$ cat src/rtl/sleep_ctrl_pkg.sv
package sleep_ctrl_pkg;

    typedef enum logic [2:0] {
        PS_ON          = 3'd0,
        PS_STOP_GRANT  = 3'd1,
        PS_CPU_SLEEP   = 3'd2,
        PS_SUSPEND_RAM = 3'd3,
        PS_DEEP_OFF    = 3'd4
    } pwr_state_e;

    typedef struct packed {
        logic stpclk;
        logic cpu_sleep;
        logic suspend;
        logic deep_off;
    } sleep_outs_t;

    // Map a written code to its power state; any undefined code maps to on.
    function automatic pwr_state_e code_to_state(input logic [2:0] code);
        pwr_state_e st;
        unique case (code)
            3'd1:    st = PS_STOP_GRANT;
            3'd2:    st = PS_CPU_SLEEP;
            3'd3:    st = PS_SUSPEND_RAM;
            3'd4:    st = PS_DEEP_OFF;
            default: st = PS_ON;
        endcase
        return st;
    endfunction

endpackage

$ cat src/rtl/sleep_type_field.sv
module sleep_type_field #(
    parameter int TYPE_W = 3,
    parameter int DATA_W = 4
) (
    input  logic              clk,
    input  logic              rst_n,
    input  logic              wr_en,
    input  logic [TYPE_W-1:0] wr_code,
    input  logic              rd_en,
    output logic [DATA_W-1:0] rd_data
);

    localparam int PAD_W = DATA_W - TYPE_W;

    // No reset: the field holds whatever was written last, reserved codes included.
    logic [TYPE_W-1:0] field_q;

    always_ff @(posedge clk) begin
        if (wr_en) begin
            field_q <= wr_code;
        end
    end

    always_comb begin
        if (rd_en) begin
            rd_data = {{PAD_W{1'b0}}, field_q};
        end else begin
            rd_data = '0;
        end
    end

    AST_FIELD_CAPTURE: assert property (@(posedge clk) disable iff (!rst_n)
        wr_en |=> (field_q == $past(wr_code)));

    AST_FIELD_HOLD: assert property (@(posedge clk) disable iff (!rst_n)
        !wr_en && $past(rst_n) |=> $stable(field_q));

endmodule

$ cat src/rtl/sleep_state_fsm.sv
module sleep_state_fsm
    import sleep_ctrl_pkg::*;
#(
    parameter int TYPE_W = 3
) (
    input  logic              clk,
    input  logic              rst_n,
    input  logic              wr_en,
    input  logic [TYPE_W-1:0] wr_code,
    output sleep_outs_t       outs
);

    pwr_state_e state_q;
    pwr_state_e state_d;

    // Next-state logic: each write jumps straight to the state its code selects.
    always_comb begin
        state_d = state_q;
        if (wr_en) begin
            state_d = code_to_state(3'(wr_code));
        end
    end

    // State register: reset forces the on state until the first write.
    always_ff @(posedge clk) begin
        if (!rst_n) begin
            state_q <= PS_ON;
        end else begin
            state_q <= state_d;
        end
    end

    // Output decode: a pure function of the registered state.
    always_comb begin
        outs = '0;
        unique case (state_q)
            PS_ON:          outs = '0;
            PS_STOP_GRANT:  outs.stpclk = 1'b1;
            PS_CPU_SLEEP:   begin
                outs.stpclk    = 1'b1;
                outs.cpu_sleep = 1'b1;
            end
            PS_SUSPEND_RAM: outs.suspend  = 1'b1;
            PS_DEEP_OFF:    outs.deep_off = 1'b1;
            default:        outs = '0;
        endcase
    end

    AST_RESERVED_ON: assert property (@(posedge clk) disable iff (!rst_n)
        wr_en && (wr_code > TYPE_W'(4)) |=> (outs == '0));

    AST_SLEEP_NEEDS_STPCLK: assert property (@(posedge clk) disable iff (!rst_n)
        outs.cpu_sleep |-> outs.stpclk);

    AST_OUTS_HOLD: assert property (@(posedge clk) disable iff (!rst_n)
        !wr_en && $past(rst_n) |=> $stable(outs));

    AST_ONE_DEEP_STATE: assert property (@(posedge clk) disable iff (!rst_n)
        $onehot0({outs.stpclk, outs.suspend, outs.deep_off}));

endmodule

$ cat src/rtl/gbl_release_pulse.sv
module gbl_release_pulse (
    input  logic clk,
    input  logic rst_n,
    input  logic wr_en,
    input  logic rel_bit,
    output logic smi_o
);

    // Command bit is not stored; each write of 1 yields a single registered pulse.
    logic smi_q;

    always_ff @(posedge clk) begin
        if (!rst_n) begin
            smi_q <= 1'b0;
        end else begin
            smi_q <= wr_en & rel_bit;
        end
    end

    assign smi_o = smi_q;

    AST_SMI_SOURCE: assert property (@(posedge clk) disable iff (!rst_n)
        $rose(smi_o) |-> $past(wr_en && rel_bit));

    AST_NO_SMI_WITHOUT_REL: assert property (@(posedge clk) disable iff (!rst_n)
        wr_en && !rel_bit |=> !smi_o);

endmodule

$ cat src/rtl/sleep_ctrl_top.sv
module sleep_ctrl_top
    import sleep_ctrl_pkg::*;
#(
    parameter int TYPE_W  = 3,
    parameter int REL_BIT = 3,
    parameter int DATA_W  = 4
) (
    input  logic              clk,
    input  logic              rst_n,
    input  logic              wr_en,
    input  logic [DATA_W-1:0] wr_data,
    input  logic              rd_en,
    output logic [DATA_W-1:0] rd_data,
    output logic              stpclk_o,
    output logic              cpu_sleep_o,
    output logic              suspend_o,
    output logic              deep_off_o,
    output logic              smi_o
);

    logic [TYPE_W-1:0] code;
    sleep_outs_t       outs;

    assign code = wr_data[TYPE_W-1:0];

    sleep_type_field #(
        .TYPE_W (TYPE_W),
        .DATA_W (DATA_W)
    ) u_field (
        .clk     (clk),
        .rst_n   (rst_n),
        .wr_en   (wr_en),
        .wr_code (code),
        .rd_en   (rd_en),
        .rd_data (rd_data)
    );

    sleep_state_fsm #(
        .TYPE_W (TYPE_W)
    ) u_fsm (
        .clk     (clk),
        .rst_n   (rst_n),
        .wr_en   (wr_en),
        .wr_code (code),
        .outs    (outs)
    );

    gbl_release_pulse u_rel (
        .clk     (clk),
        .rst_n   (rst_n),
        .wr_en   (wr_en),
        .rel_bit (wr_data[REL_BIT]),
        .smi_o   (smi_o)
    );

    assign stpclk_o    = outs.stpclk;
    assign cpu_sleep_o = outs.cpu_sleep;
    assign suspend_o   = outs.suspend;
    assign deep_off_o  = outs.deep_off;

    AST_RESET_QUIET: assert property (@(posedge clk)
        !rst_n |=> !smi_o && !stpclk_o && !suspend_o && !deep_off_o);

endmodule

$ cat config.mk
export PLATFORM = sky130hd
export DESIGN_NAME = sleep_ctrl_top
export DESIGN_NICKNAME = d
export VERILOG_FILES = /design/src/rtl/sleep_ctrl_pkg.sv /design/src/rtl/sleep_type_field.sv /design/src/rtl/sleep_state_fsm.sv /design/src/rtl/gbl_release_pulse.sv /design/src/rtl/sleep_ctrl_top.sv
export SDC_FILE = /design/constraint.sdc
export NUM_CORES = 1
export LEC_CHECK = 0
export ABC_AREA = 1
export BUFFER_PORTS_ARGS = -buffer_cell sky130_fd_sc_hd__clkbuf_2
export CAP_MARGIN = 10
export CELL_PAD_IN_SITES_DETAIL_PLACEMENT = 1
export CELL_PAD_IN_SITES_GLOBAL_PLACEMENT = 1
export CORE_AREA = 2 2 39 41
export CTS_CLUSTER_SIZE = 12
export DETAILED_ROUTE_END_ITERATION = 10
export DIE_AREA = 0 0 41 43
export GPL_TIMING_DRIVEN = 1
export PLACE_DENSITY = 0.66
export RECOVER_POWER = 50
export SLEW_MARGIN = 20
export SYNTH_ARGS = -nofsm -noshare
export SYNTH_HDL_FRONTEND = slang
export SYNTH_SLANG_ARGS = --single-unit
$ cat constraint.sdc
create_clock -name clk -period 0.8 [get_ports clk]
set_input_delay 0.04 -clock clk [delete_from_list [all_inputs] [get_ports clk]]
set_output_delay 0.04 -clock clk [all_outputs]
set_load 0.03 [all_outputs]
---- After elaboration in Yosys (flattened, before gate mapping) ----
Cells that the tools add are included.
word-level totals
  register bits ........................... 7
  latch bits .............................. 0
  bits in writable memories ............... 0
  ROM bits ................................ 0
  input port bits ......................... 8
  output and inout bits ................... 9
  logic and storage cells ................. 19
  memories kept ........................... 0
operators by class
  $add $sub $neg .......................... 0
  multipliers ............................. 0
  divide/modulo/power cells ............... 0
  $lt $le $gt $ge ......................... 0
  equality and inequality tests ........... 8
  shifts and indexed selects .............. 0
  multiplexer cells ....................... 6
  bitwise operators ....................... 1
  reductions and logical operators ........ 1
operators by type and width
  cell                                            count
  == test 3 x 2 -> 1 bit (second input constant)  4
  case mux 3 bit (4 select lines)                 1
  == test 3 x 1 -> 1 bit (second input constant)  2
  == test 3 bit (second input constant)           2
  two-way mux 1 bit                               4
  two-way mux 3 bit                               1
  OR reduction 2 bit                              1
  bitwise AND 1 bit                               1

---- Depth between registers and ports, before layout ----
  word-level depth ........................ 3
  mapped depth ............................ 3
  gate-level depth less buffers ........... 3

---- Modules after synthesis ----
From an unflattened synthesis, not the netlist that was laid out.
second synthesis, totals
  cells, all modules ...................... 38
  area, all modules ....................... 302.8 um^2
modules (own cells, without submodules)
  module             instances  cells an instance  area each (um^2)  sequential area each (um^2)
  sleep_state_fsm    1          23                 145.1             60.1
  sleep_type_field   1          11                 123.9             90.1
  gbl_release_pulse  1          4                  33.8              20.0

---- Worst setup path after synthesis ----
OpenSTA, ideal clock, no wires.
  kind .................................... register -> output
  start ................................... register u_fsm.state_q[1]
  end ..................................... output port cpu_sleep_o
  arrival time ............................ 1.051 ns
  data required time ...................... 0.760 ns
  slack ................................... -0.291 ns
  cell stages (with the launch flop) ...... 3
  path buffers ............................ 0
  cell sequence ........................... dfxtp_1 -> inv_1 -> nor3_1
on the way
  longest elaborated chain between the ends .. 2
ends and longest elaborated chain
  what                    line                   RTL
  from (decl)             sleep_state_fsm.sv:13  pwr_state_e state_q;
  from (signal assigned)  sleep_state_fsm.sv:29  state_q <= state_d;
  == test 3 x 2 -> 1 bit  sleep_state_fsm.sv:36  unique case (state_q)
  two-way mux 1 bit       sleep_state_fsm.sv:36
  to (decl)               sleep_ctrl_top.sv:15   output logic cpu_sleep_o,
No other way between the ends.

---- Worst setup path after layout ----
  start ................................... register u_fsm.state_q[0]
  end ..................................... output port stpclk_o
on the way
  longest elaborated chain between the ends .. 3
  elaborated cells on any way between the ends .. 4
  classes of those cells .................. eq/ne: 2; mux: 1; reduce/logical: 1
ends and longest elaborated chain
  what                                                              line                   RTL
  == test 3 x 1 -> 1 bit or == test 3 x 2 -> 1 bit (tied branches)  sleep_state_fsm.sv:36
  OR reduction 2 bit (no source line) (*)                           n/a
  two-way mux 1 bit (*)                                             sleep_state_fsm.sv:36
  to (decl)                                                         sleep_ctrl_top.sv:14   output logic stpclk_o,
Mark *: on every way between the ends. The rest lies on a longest branch, timed or not.

==> flow_metrics.env <==
export IMPL_vias=309
export IMPL_grt_util_all_layers_pct=10.18
export IMPL_start_kind="flop"
export IMPL_grt_pass1_vias=284
export IMPL_insertion_delay_ps=250
export IMPL_critPathMaxFanout=5
export IMPL_multi_input_area_um2=117.6
export IMPL_grt_ovfl_total=0
export IMPL_cp_arrival_ps=980
export IMPL_antenna_found_initial=0
export IMPL_pwr_share_seq_pct=44.1
export IMPL_crit_required_ps=760
export IMPL_ys_ff_latch=7
export IMPL_finalSetupTns_ps=-1117
export IMPL_drv_cap=0
export IMPL_place_hpwl_um=535.6
export IMPL_n_fill_cell=178
export IMPL_initial_core_util_pct=21.70
export IMPL_intPower_mw=0.6846
export IMPL_crit_slowest_cell="dfxtp_2"
export IMPL_worstHoldStart="rst_n"
export IMPL_yosysWarnings=0
export IMPL_core_area_um2=1384
export IMPL_max_clock_freq_mhz=979.4
export IMPL_worstSetupPathType="flop to primary output"
export IMPL_min_period_ps=1021
export IMPL_drive_above_1_share_pct=52.63
export IMPL_grt_pass1_wl_um=1131
export IMPL_layout_setup_ws_ps=-221.1
export IMPL_fin_area_um2=526.8
export IMPL_mappedNetlistArea_um2=300.3
export IMPL_antenna_left=0
export IMPL_outcome="finished with violations"
export IMPL_seq_area_um2=173.9
export IMPL_cts_made_buffers=3
export IMPL_r2r_start="u_fsm.state_q[2]"
export IMPL_dpl_cell_area_um2=410.4
export IMPL_rsz0062_at_grt="true"
export IMPL_finalWeightedCongestion=0.7151
export IMPL_die_width_um=41
export IMPL_cts_root_buf="clkbuf_4"
export IMPL_path_cells="nor2_1 -> nor2_2 -> clkbuf_8"
export IMPL_finalNetCount=66
export IMPL_num_rows=14
export IMPL_fin_skew_ps=0
export IMPL_power_leakage_nw=0.2513
export IMPL_holdCritPathClass="input pin to flop"
export IMPL_viasPerCell=4.233
export IMPL_cp_startpoint="u_fsm.state_q[0]"
export IMPL_drtIter0Drc=2
export IMPL_synthCells=37
export IMPL_p_per_area_nw_per_um2=1795
export IMPL_drt_wl_total_um=706
export IMPL_swShare_pct=27.59
export IMPL_cp_end_kind="primary output"
export IMPL_slowest_delay_ps=380
export IMPL_finalCritPeriodShare_pct=127.6
export IMPL_cts_setup_buffers=0
export IMPL_io_pins=17
export IMPL_grt_max_degree=10
export IMPL_wl_per_cell_um=9.671
export IMPL_finalMaxSlewViolations=0
export IMPL_violations="setup timing"
export IMPL_clkPwrFrac_pct=33.6
export IMPL_port_buffers=15
export IMPL_cts_max_path_buffers=2
export IMPL_seq_area_frac_synth_pct=56.67
export IMPL_firstDrtPassIters=4
export IMPL_comb_power_share_pct=22.2
export IMPL_synth_nets=45
export IMPL_syn_area_per_cell_um2=8.116
export IMPL_die_area_um2=1763
export IMPL_die_h_um=43
export IMPL_route_detailed_drc=0
export IMPL_htreeDepth=1
export IMPL_area_delta_synth_final_pct=75.42
export IMPL_yosysUniqueCellTypes=11
export IMPL_p_sw_mw=0.2609
export IMPL_cts_sinks=7
export IMPL_final_common_cell="nand2_1"
export IMPL_path_clk_slew_ps=50
export IMPL_setup_viol=7
export IMPL_cts_tree="yes"
export IMPL_vdd_drop_max_mv=0.6765
export IMPL_num_antenna_cells=0
export IMPL_hold_viol_final=0
==> state kept, by name, summed over array words and instances, names as in the netlist <==
name / flops
u_fsm.state_q: 3
u_rel.smi_o: 1
u_field.field_q: 3
==> worst max-delay path, delay by kind of cell, from the launching register on <==
kind                   cells  cell delay (ps)
flip-flops                 1              380
AND/OR/NAND/NOR            2              190
buffers and inverters      1              160
==> power by group through the flow <==
stage | Sequential, mW | Clock, mW | Combinational, mW
after floorplan | 0.422 | 0 | 0.0977
after global placement | 0.420 | 0 | 0.157
after detailed placement | 0.421 | 0 | 0.159
after CTS | 0.417 | 0.334 | 0.203
after global routing | 0.420 | 0.351 | 0.231
final | 0.417 | 0.318 | 0.210
==> synthesized netlist by cell type <==
master    instances  area, µm²
buf_4             1      7.510
o21ai_0           3      15.01
inv_1             7      26.28
nand2_1           6      22.52
a21oi_1           3      15.01
nor3_1            2      10.01
conb_1            1      3.750
dfxtp_1           4      80.08
edfxtp_1          3      90.09
and3_2            1      7.510
nor2_1            6      22.52
==> final cells by class <==
| class | instances | area share, % |
|---|---|---|
| sequential | 7 | 33.02 |
| timing repair buffer | 17 | 30.88 |
| multi-input combinational | 22 | 22.33 |
| clock buffer | 4 | 4.988 |
| inverter | 7 | 4.988 |
| tap | 16 | 3.800 |
==> final timing paths <==
check / end / cells after the start / slack (ps)
min reg2reg: u_fsm.state_q[1] / 2 / 570
min: u_fsm.state_q[1] / 3 / 50
max: stpclk_o / 3 / -220
max reg2reg: u_fsm.state_q[2] / 2 / 90
==> metal layers <==
layer | GRT usage (%) | wire (µm)
met1 | 9.446 | 263
met2 | 15.94 | 398
met3 | 6.283 | 45
met4 | 6.000 | 0
met5 | 0 | 0
==> metrics by stage <==
stage	total power, mW	hold slack [ps]	util [%]	cells	setup slack [ps]
3_5_place_dp	0.5797	256.9	29.66	68	-53.68
4_1_cts	0.9549	0.5319	37.88	74	-229.3
3_3_place_gp	0.5766	255.7	29.66	68	-49.06
6_report	0.9455	50.61	38.07	73	-221.1
2_1_floorplan	0.5199	133.5	-	37	-67.14
5_1_grt	1.002	58.18	38.07	73	-273.3
==> logic make-up (layout without fill, tap and decap cells) <==
family	count (synthesis)	after routing	synth area share [%]
buffers and inverters	8	28	11.25
AO/OA/AOI/OAI	6	6	9.997
AND/OR/NAND/NOR	15	15	20.83
other	1	1	1.249
flip-flops	7	7	56.67
==> what timing repair did <==
action | in CTS | in global routing
setup endpoints to repair | 7 | 10
hold buffers | 2 | 0
resized for setup | 19 | 9
hold endpoints to repair | 2 | 0
pin swaps | 3 | 3
Note: power is estimated with default switching activity, not from simulation.
